<file path="src/rtl/tot_pkg.sv">
package tot_pkg;

    typedef enum logic {
        ARM_IDLE = 1'b0,
        ARM_RUN  = 1'b1
    } arm_state_e;

endpackage

</file>
<file path="src/rtl/tot_tick_edge.sv">
module tot_tick_edge (
    input  logic clk_i,
    input  logic rst_ni,
    input  logic tick_i,
    output logic fall_o
);

    typedef struct packed {
        logic tick;
    } edge_state_t;

    edge_state_t s_d, s_q;

    always_comb begin
        s_d      = s_q;
        s_d.tick = tick_i;
        fall_o   = s_q.tick & ~tick_i;
    end

    always_ff @(posedge clk_i or negedge rst_ni) begin
        if (!rst_ni) s_q <= '0;
        else         s_q <= s_d;
    end

    // a falling edge indication lasts exactly one clock
    p_single_fall_r2: assert property (@(posedge clk_i) disable iff (!rst_ni)
        fall_o |=> !fall_o);

endmodule

</file>
<file path="src/rtl/tot_arm_counter.sv">
module tot_arm_counter
    import tot_pkg::*;
#(
    parameter int unsigned SET_W = 4
) (
    input  logic             clk_i,
    input  logic             rst_ni,
    input  logic             enable_i,
    input  logic             wr_i,
    input  logic [SET_W-1:0] wr_data_i,
    input  logic             fall_i,
    output logic [SET_W-1:0] setting_o,
    output logic             done_o
);

    localparam logic [SET_W-1:0] SET_DEFAULT = {SET_W{1'b1}};
    localparam logic [SET_W-1:0] CNT_ONE     = SET_W'(1);

    typedef struct packed {
        logic [SET_W-1:0] setting;
        logic [SET_W-1:0] cnt;
        arm_state_e       st;
    } arm_state_t;

    arm_state_t s_d, s_q;
    logic       done_d;

    always_comb begin
        s_d    = s_q;
        done_d = 1'b0;
        if (!enable_i) begin
            s_d.setting = SET_DEFAULT;
            s_d.cnt     = '0;
            s_d.st      = ARM_IDLE;
        end else if (wr_i) begin
            s_d.setting = wr_data_i;
            s_d.cnt     = '0;
            s_d.st      = ARM_RUN;
        end else if (s_q.st == ARM_RUN && fall_i) begin
            if (s_q.cnt == s_q.setting) begin
                done_d  = 1'b1;
                s_d.cnt = '0;
                s_d.st  = ARM_IDLE;
            end else begin
                s_d.cnt = s_q.cnt + CNT_ONE;
            end
        end
    end

    always_ff @(posedge clk_i or negedge rst_ni) begin
        if (!rst_ni) begin
            s_q.setting <= SET_DEFAULT;
            s_q.cnt     <= '0;
            s_q.st      <= ARM_IDLE;
        end else begin
            s_q <= s_d;
        end
    end

    assign setting_o = s_q.setting;
    assign done_o    = done_d;

    // a running count never passes its setting
    p_cnt_bound_r1: assert property (@(posedge clk_i) disable iff (!rst_ni)
        (s_q.st == ARM_RUN) |-> (s_q.cnt <= s_q.setting));

    // a completion disarms the counter
    p_disarm_r6: assert property (@(posedge clk_i) disable iff (!rst_ni)
        done_o |=> (s_q.st == ARM_IDLE));

    // disabling returns to the idle default
    p_disable_default_r7: assert property (@(posedge clk_i) disable iff (!rst_ni)
        !enable_i |=> (setting_o == SET_DEFAULT && s_q.st == ARM_IDLE));

    // a write restarts from zero
    p_restart_r8: assert property (@(posedge clk_i) disable iff (!rst_ni)
        (enable_i && wr_i) |=> (s_q.cnt == '0 && s_q.st == ARM_RUN));

endmodule

</file>
<file path="src/rtl/tot_flag_irq.sv">
module tot_flag_irq (
    input  logic clk_i,
    input  logic rst_ni,
    input  logic done_i,
    input  logic flag_rd_i,
    input  logic mask_i,
    output logic flag_o,
    output logic irq_o
);

    typedef struct packed {
        logic flag;
        logic irq;
    } flag_state_t;

    flag_state_t s_d, s_q;

    always_comb begin
        s_d = s_q;
        if (done_i)         s_d.flag = 1'b1;
        else if (flag_rd_i) s_d.flag = 1'b0;
        s_d.irq = s_d.flag & ~mask_i;
    end

    always_ff @(posedge clk_i or negedge rst_ni) begin
        if (!rst_ni) s_q <= '0;
        else         s_q <= s_d;
    end

    assign flag_o = s_q.flag;
    assign irq_o  = s_q.irq;

    // completion sets the flag regardless of the mask
    p_done_sets_r4: assert property (@(posedge clk_i) disable iff (!rst_ni)
        done_i |=> flag_o);

    // a request is never raised without the flag
    p_irq_needs_flag_r4: assert property (@(posedge clk_i) disable iff (!rst_ni)
        irq_o |-> flag_o);

    // a masked cycle yields no request
    p_mask_blocks_r4: assert property (@(posedge clk_i) disable iff (!rst_ni)
        mask_i |=> !irq_o);

    // a read without completion clears
    p_read_clears_r5: assert property (@(posedge clk_i) disable iff (!rst_ni)
        (flag_rd_i && !done_i) |=> !flag_o);

    // completion wins over a read
    p_done_wins_r9: assert property (@(posedge clk_i) disable iff (!rst_ni)
        (flag_rd_i && done_i) |=> flag_o);

endmodule

</file>
<file path="src/rtl/tick_oneshot_timer.sv">
module tick_oneshot_timer #(
    parameter int unsigned SET_W = 4
) (
    input  logic             clk_i,
    input  logic             rst_ni,
    input  logic             enable_i,
    input  logic             wr_i,
    input  logic [SET_W-1:0] wr_data_i,
    input  logic             flag_rd_i,
    input  logic             mask_i,
    input  logic             tick_i,
    output logic [SET_W-1:0] setting_o,
    output logic             flag_o,
    output logic             irq_o
);

    logic fall;
    logic done;

    tot_tick_edge i_edge (
        .clk_i  (clk_i),
        .rst_ni (rst_ni),
        .tick_i (tick_i),
        .fall_o (fall)
    );

    tot_arm_counter #(.SET_W(SET_W)) i_arm (
        .clk_i     (clk_i),
        .rst_ni    (rst_ni),
        .enable_i  (enable_i),
        .wr_i      (wr_i),
        .wr_data_i (wr_data_i),
        .fall_i    (fall),
        .setting_o (setting_o),
        .done_o    (done)
    );

    tot_flag_irq i_flag (
        .clk_i     (clk_i),
        .rst_ni    (rst_ni),
        .done_i    (done),
        .flag_rd_i (flag_rd_i),
        .mask_i    (mask_i),
        .flag_o    (flag_o),
        .irq_o     (irq_o)
    );

    // completion happens only on a detected falling edge
    p_done_on_fall_r2: assert property (@(posedge clk_i) disable iff (!rst_ni)
        done |-> fall);

    // no completion while disabled
    p_no_done_disabled_r7: assert property (@(posedge clk_i) disable iff (!rst_ni)
        !enable_i |-> !done);

endmodule

</file>
<file path="config.mk">
export PLATFORM = sky130hd
export DESIGN_NAME = tick_oneshot_timer
export DESIGN_NICKNAME = d
export VERILOG_FILES = /design/src/rtl/tot_pkg.sv /design/src/rtl/tot_tick_edge.sv /design/src/rtl/tot_arm_counter.sv /design/src/rtl/tot_flag_irq.sv /design/src/rtl/tick_oneshot_timer.sv
export SDC_FILE = /design/constraint.sdc
export NUM_CORES = 1
export LEC_CHECK = 0
export ABC_CLOCK_PERIOD_IN_PS = 3600
export CAP_MARGIN = 20
export CORE_AREA = 2 2 39 41
export DETAILED_ROUTE_END_ITERATION = 10
export DIE_AREA = 0 0 41 43
export HOLD_SLACK_MARGIN = 0.1
export PLACE_DENSITY = 0.81
export SLEW_MARGIN = 40
export SYNTH_ARGS = -nofsm -noshare
export SYNTH_HDL_FRONTEND = slang
export SYNTH_SLANG_ARGS = --single-unit
</file>
<file path="constraint.sdc">
create_clock -name clk_i -period 3.6 [get_ports clk_i]
set_input_delay 0.9 -clock clk_i [delete_from_list [all_inputs] [get_ports clk_i]]
set_output_delay 0.9 -clock clk_i [all_outputs]
set_load 0.02 [all_outputs]
</file>
# Word-level counts from Yosys, hierarchy flattened
# Index checks and enable logic that the tools add are counted.
word_totals:
  regBits: 12
  latchBits: 0
  ram_bits: 0
  mem_bits_ro: 0
  inputBits: 11
  output_inout_bits: 6
  word_cells: 29
  mem_count: 0
classes:
  addsub: 1
  n_mul: 0
  n_div: 0
  order_cmp: 0
  n_eq_ne: 4
  shift: 0
  n_mux: 12
  bitwise: 4
  reduce_logical: 2
op_table:
  columns: ["cell", "n"]
  rows:
  - ["$mux 5", 2]
  - ["$mux 9", 1]
  - ["$mux 4", 2]
  - ["$mux 1", 7]
  - ["$ne 3x1->1 const B", 2]
  - ["$add 4x1->4 const B", 1]
  - ["$eq 4x4->1", 1]
  - ["$and 1x1->1", 2]
  - ["$ne 2x1->1 const B", 1]
  - ["$not 1->1", 2]
  - ["$reduce_and 2->1", 1]
  - ["$logic_and 1x1->1", 1]

# Depth between registers and ports, before layout
# Gate-level depths: netlist of run 1.
depth:
  word_depth: 8
  mapped_depth: 4
  ltp_nobuf: 4

# Hierarchy
# A second synthesis of run 1 with hierarchy kept.
unflattened:
  hier_cells: 59
  area_unflattened_um2: 618.1
by_module_without_submodules:
  columns: ["mod", "n_inst", "cells_per_inst", "area_per_inst_um2", "seq_area_each_um2"]
  rows:
  - ["tot_arm_counter", 1, 51, 499.2, 230.2]
  - ["tot_flag_irq", 1, 6, 80.1, 50.0]
  - ["tot_tick_edge", 1, 2, 38.8, 25.0]

# Worst setup path after synthesis of run 1
# OpenSTA, ideal clock, no wires.
synth_path:
  path_kind: "input to register"
  start: "in wr_i"
  end: "reg i_flag.s_q, in the netlist i_flag.irq_o"
  setup_time_ps: 73
  t_arrival_ps: 1657
  required_time_ps: 3527
  path_slack_ps: 1871
  stages: 4
  path_buffers: 1
  path_cell_list: "buf_2 > nand2b_1 > o32ai_2 > nor2b_1"
synth_rtl:
  columns: ["item", "line", "source"]
  rows:
  - ["start, declared", "tick_oneshot_timer.sv:7", "input logic wr_i,"]
  - ["end signal, assigned", "tot_flag_irq.sv:26", "if (!rst_ni) s_q <= '0;"]
  - ["end signal, assigned", "tot_flag_irq.sv:27", "else s_q <= s_d;"]
  - ["end, declared", "tot_flag_irq.sv:16", "flag_state_t s_d, s_q;"]

# Final worst setup path of run 1
layout_path:
  start: "reg i_arm.s_q, in the netlist i_arm.setting_o[3]"
  end: "out setting_o[3]"
layout_rtl:
  columns: ["item", "line", "source"]
  rows:
  - ["start, declared", "tot_arm_counter.sv:25", "arm_state_t s_d, s_q;"]
  - ["end, declared", "tick_oneshot_timer.sv:12", "output logic [SET_W-1:0] setting_o,"]
# No word-level cell between the ends.

==> run summary, run 1 <==
Status -> complete, no violations
Post-route setup slack -> 1260 ps
Detailed Routing Iterations Pass 1 -> 4
Vias in the first global route -> 440
Final Power -> 0.2872 mW
Crit path time final -> 2340 ps
Final instance area -> 782.0 um2
Avg Vias per Cell -> 5.112
Synth unique cells -> 21
Final Skew -> 2.889 ps
Area Overhead vs Synth -> 30.21%
WP data required -> 2700 ps
Antenna Cells -> 0
Clock Latency Late Sink -> 270 ps
CP Class -> reg -> out
Synth Cell Area -> 600.6 um2
Remaining routing DRC violations -> 0
Post-synthesis adder-cell area fraction -> 2.083%
Critical path peak fanout -> 3
CTS tree -> built
CTS Hold Bufs -> 0
PwrDens -> 367.2 nW/um2
HPWL after DPL -> 842.2 um
Syn_nets -> 70
Clk sink count -> 12
Worst path buffer plus inverter count -> 1
Unrepaired setup endpoints after global routing -> false
Post-place setup slack -> 1311 ps
Largest net degree at the start of global routing -> 13
Slew HR -> 64.90%
Critical-path cell list -> clkdlybuf4s50_1
VDD IR max -> 0.1843 mV
Wire per inst -> 12.58 um
DR iter-0 viols -> 17
Area after DPL -> 745.7 um2
Fin Setup TNS -> 0 ps
FF+latch count, synth -> 12
Deepest clock path buffer count -> 2
Seq/Total Area, Yosys -> 50.83%
GR Util All Layers -> 15.71%
# Post-CTS Setup Buffers -> 0
Max Clock Freq -> 427.3 MHz
Synth area leaders -> dfrtp_1, dfstp_2, nand2_1, mux2i_1, xnor2_1
CP peak stage delay -> 610 ps
Post-synth top area cell -> dfrtp_1
Grt ovf -> 0
Period utilization -> 65.01%
Crit-path leading delay family -> buffers and inverters
Clock slew at reported path FFs -> 80 ps
Chip width -> 41 um
Port Buffers -> 16
Critical Path Slowest Stage Cell -> clkdlybuf4s50_1
# rows -> 14
Synth Area in Compound Gates -> 8.333%
Worst Setup End Kind -> output pin
H-tree Lvls -> 1
Finish-stage setup viols -> 0
Yosys warnings -> 0
Post-cts sizing count -> 0
Max Cap Violations -> 0
Fin. max-slew vios -> 0
Area of the core -> 1384 um2
Initial antenna violation count -> 0
Post-synthesis xor/xnor area fraction -> 5.833%
Post-route ant nets -> 0
CTS Buf Count -> 3
Top Ports -> 17
Mux cell area share after synthesis -> 6.667%
Layout cell share with drive strength beyond 1 -> 13.70%
Layout fillers -> 132
Worst-Margin Slew -> 524.8 ps
Nets@finish -> 86
Fin. Hold Viols -> 0
Die height -> 43 um
Worst Hold Class -> reg -> reg
Post-synthesis average cell area -> 10.35 um2
Routed wire length -> 1.120 mm
Crit path DAT -> 1440 ps
Vias -> 455
CTS root buffer -> clkbuf_4
Largest family of logic cells by synthesized area -> simple AND/OR/NAND/NOR gates
Pleak -> 0.3372 nW
Die ar. -> 1763 um2
RePlAce Congestion -> 0.6798
Starting Density -> 43.40%
Syn Inst Count -> 58
CP Launch Type -> flip-flop
Share of the synthesized area in the top cell type -> 33.33%
Simple-gate portion of the synthesized area -> 19.17%
First-pass GRT wire length -> 1.835 mm
-- power by group --
part | leakage [nW] | internal, mW | switching, mW
Clock | 0.0210 | 0.0614 | 0.0443
Combinational | 0.166 | 0.0200 | 0.0166
Sequential | 0.150 | 0.141 | 0.00362
-- flip-flops by register name, summed over array words and instances (netlist names) --
register,count
i_edge.s_q,1
i_arm.setting_o,4
i_flag.irq_o,1
i_arm.s_q,5
i_flag.flag_o,1
-- final cells by class --
type	count	area, um2	area share (%)
multi-input cells	39	252.7	32.32
inverters	2	7.507	0.9600
flip-flops and latches	12	305.3	39.04
well taps	16	20.02	2.560
clock buffers	4	36.28	4.640
repair buffers	16	160.2	20.48
-- Yosys cell counts (all sizes together) --
| library cell | n |
|---|---|
| ha | 1 |
| o32ai | 1 |
| a21oi | 3 |
| nor2b | 2 |
| dfstp | 4 |
| o21ai | 1 |
| a31oi | 1 |
| nand3 | 4 |
| nand2b | 1 |
| nand2 | 11 |
| mux2i | 4 |
| nand3b | 1 |
| o211ai | 1 |
| nor3b | 1 |
| buf | 5 |
| nor2 | 2 |
| nand4 | 1 |
| xnor2 | 4 |
| dfrtp | 8 |
| inv | 2 |
-- cell usage in the layout, fill, tap and decap left out --
cell / count
clkdlybuf4s50_1: 16
o211ai_1: 1
nor2_1: 2
o32ai_2: 1
mux2i_1: 4
ha_1: 1
nor3b_1: 1
o21ai_1: 1
dfrtp_1: 8
clkbuf_8: 1
nand3_1: 4
a31oi_1: 1
inv_1: 2
clkbuf_4: 3
nand3b_1: 1
a21oi_1: 3
xnor2_1: 4
nand2_1: 11
dfstp_2: 4
nand4_2: 1
nand2b_1: 1
nor2b_1: 2
-- cell families (layout without fill, tap and decap cells) --
kind of cell	Yosys count	count (layout)
AND/OR/NAND/NOR	23	23
multiplexers	4	4
AO/OA/AOI/OAI	7	7
buffers and inverters	7	22
adder cells (fa/ha/maj)	1	1
flip-flops	12	12
XOR/XNOR	4	4
-- through the flow --
| step | util, % | hold slack [ps] | std cells |
|---|---|---|---|
| final | 56.51 | 531.8 | 89 |
| after global routing | 56.51 | 574.3 | 89 |
| after global placement | 53.89 | 505.0 | 85 |
| after detailed placement | 53.89 | 503.0 | 85 |
| after floorplan | - | 478.8 | 58 |
| after CTS | 56.51 | 530.4 | 89 |
-- layer usage --
layer / up-vias / GRT usage (%) / wire, um
met3: 4 / 3.141 / 40
li1: 220 / - / -
met5: - / 0 / 0
met1: 214 / 19.32 / 477
met2: 17 / 23.75 / 581
met4: 0 / 10.00 / 21
-- worst paths after layout --
path	slack, ps	depth (start not counted)	start	to
worst max-delay path	1260	1	i_arm.setting_o[3]	setting_o[3]
worst min-delay path	530	2	i_arm.s_q[0]	i_arm.s_q[0]
worst max register to register	2180	4	i_arm.setting_o[1]	i_flag.irq_o
worst min register to register	530	2	i_arm.s_q[0]	i_arm.s_q[0]
max in group asynchronous	2270	1	rst_ni	i_arm.setting_o[0]
min in group asynchronous	970	1	rst_ni	i_arm.s_q[1]
(Power assumes the default switching activity.)
==> inputs of run 2 (changes only) <==
--- a/config.mk
+++ b/config.mk
@@ -5,13 +5,13 @@
 export SDC_FILE = /design/constraint.sdc
 export NUM_CORES = 1
 export LEC_CHECK = 0
-export ABC_CLOCK_PERIOD_IN_PS = 3600
+export ABC_CLOCK_PERIOD_IN_PS = 2400
 export CAP_MARGIN = 20
-export CORE_AREA = 2 2 39 41
+export CORE_MARGIN = 1.5
+export CORE_UTILIZATION = 44
 export DETAILED_ROUTE_END_ITERATION = 10
-export DIE_AREA = 0 0 41 43
 export HOLD_SLACK_MARGIN = 0.1
-export PLACE_DENSITY = 0.81
+export PLACE_DENSITY = 0.8
 export SLEW_MARGIN = 40
 export SYNTH_ARGS = -nofsm -noshare
 export SYNTH_HDL_FRONTEND = slang
==> constraint.sdc (replaced) <==
create_clock -name clk_i -period 2.4 [get_ports clk_i]
set_input_delay 0.6 -clock clk_i [delete_from_list [all_inputs] [get_ports clk_i]]
set_output_delay 0.6 -clock clk_i [all_outputs]
set_load 0.02 [all_outputs]
==> run 2 against run 1 <==
Effect of this change: sequential share of layout area is 0.38 points higher; sequential cell count stayed put; worst setup slack worse by 890 ps; first-iteration DRC count is 35% lower; register-to-register slack worse by 1200 ps; clock-buffer cell count is 1 lower; core utilization is 3.8 points higher; die area is 9.5% lower; largest power group unchanged.
==> run summary, run 2 (same netlist as run 1, synthesis figures left out) <==
R2R cell count -> 4
Final Power -> 0.3960 mW
Crit path DAT -> 1430 ps
Crit-path leading delay family -> buffers and inverters
Max FFs per register -> 5
Nets@finish -> 87
Top Ports -> 17
M2 GR Usage -> 31.45%
GRT busiest layer -> met2
Clock Latency Late Sink -> 270 ps
RePlAce Congestion -> 0.8124
Met1 usage -> 19.86%
Largest net degree at the start of global routing -> 13
Remaining routing DRC violations -> 0
Area of the core -> 1285 um2
Post-cts sizing count -> 0
Worst Hold Endpoint -> i_arm.s_q[0]
Max Clock Freq -> 492.9 MHz
Hold Path Origin -> i_arm.s_q[0]
Grt ovf -> 0
Reg-to-reg startpoint -> i_arm.setting_o[2]
CP peak stage delay -> 600 ps
Clock slew at reported path FFs -> 70 ps
Worst-Margin Slew -> 519.8 ps
R2R Setup Slk -> 980 ps
Routed wire length -> 1.174 mm
Die height -> 39.95 um
PwrDens -> 511.3 nW/um2
WP data required -> 1800 ps
Avg Vias per Cell -> 5.227
Status -> complete, no violations
GR Util met3 -> 5.000%
H-tree Lvls -> 1
CTS root buffer -> clkbuf_4
Worst Hold Class -> reg -> reg
Port Buffers -> 16
Post-route ant nets -> 0
First-pass GRT wire length -> 1.780 mm
Die ar. -> 1596 um2
Unrepaired setup endpoints after global routing -> false
CP Launch Point -> i_arm.setting_o[3]
Worst Setup End Kind -> output pin
Critical path peak fanout -> 3
Starting Density -> 46.74%
# Post-CTS Setup Buffers -> 0
Fin. Hold Viols -> 0
Pleak -> 0.3348 nW
Area Overhead vs Synth -> 28.96%
Clk sink count -> 12
Fin. max-slew vios -> 0
Reg-to-reg endpoint -> i_flag.irq_o
CP Class -> reg -> out
CTS Buf Count -> 3
Critical Path Slowest Stage Cell -> clkdlybuf4s50_1
Antenna Cells -> 0
Deepest clock path buffer count -> 2
Most common cell after layout, fill and taps aside -> clkdlybuf4s50_1
Period utilization -> 84.53%
CTS tree -> built
GR Util All Layers -> 17.53%
Post-route setup slack -> 371.3 ps
CTS Hold Bufs -> 0
Critical-path cell list -> clkdlybuf4s50_1
# rows -> 13
Vias -> 460
Wire per inst -> 13.34 um
Vias in the first global route -> 437
Finish-stage setup viols -> 0
Layout fillers -> 111
Max Cap Violations -> 0
Post-place setup slack -> 427.7 ps
Fin Setup TNS -> 0 ps
HPWL after DPL -> 848.1 um
Most frequent cells in the layout -> clkdlybuf4s50_1, nand2_1, dfrtp_1
Chip width -> 39.95 um
Initial antenna violation count -> 0
Final Skew -> 1.778 ps
Crit path time final -> 2029 ps
Biggest register -> i_arm.s_q
CP Launch Type -> flip-flop
VDD IR max -> 0.3267 mV
DR iter-0 viols -> 11
Layout cell share with drive strength beyond 1 -> 13.70%
Slew HR -> 65.24%
Worst path buffer plus inverter count -> 1
Hold Crit Depth -> 2
Detailed Routing Iterations Pass 1 -> 4
[run 2: cell count changes in the layout (fill, tap and decap cells not counted)]
cell	change
buf_4	+1
clkbuf_8	-1
[run 2: routing by layer]
metal,vias to the layer above,wire (um)
met4,0,0
li1,224,-
met1,216,484
met2,20,610
met5,-,0
met3,0,79
[run 2: worst max-delay path by stage]
stage                               to  cells past startpoint
after floorplan           i_flag.irq_o                      4
after global placement    i_flag.irq_o                      4
after detailed placement  i_flag.irq_o                      4
after CTS                 setting_o[0]                      1
after global routing      setting_o[0]                      1
final                     setting_o[3]                      1
[run 2: area by class of cell]
type,count,area [um2],area share (%)
flip-flops and latches,12,305.3,39.42
multi-input cells,39,252.7,32.63
repair buffers,17,167.7,21.65
clock buffers,3,22.52,2.908
well taps,15,18.77,2.423
inverters,2,7.507,0.9693
[run 2: power by group]
part	total, mW	switching, mW	internal [mW]
combinational	0.0562	0.0252	0.0310
sequential	0.217	0.00531	0.212
clock	0.123	0.0645	0.0581
[run 2: through the flow]
| stage | cells | util [%] | hold WS [ps] | cell area [um2] |
|---|---|---|---|---|
| after CTS | 88 | 60.27 | 537.5 | 774.5 |
| after floorplan | 58 | - | 304.4 | 600.6 |
| final | 88 | 60.27 | 529.7 | 774.5 |
| after global routing | 88 | 60.27 | 569.3 | 774.5 |
| after global placement | 85 | 58.52 | 501.2 | 752.0 |
| after detailed placement | 85 | 58.52 | 525.9 | 752.0 |
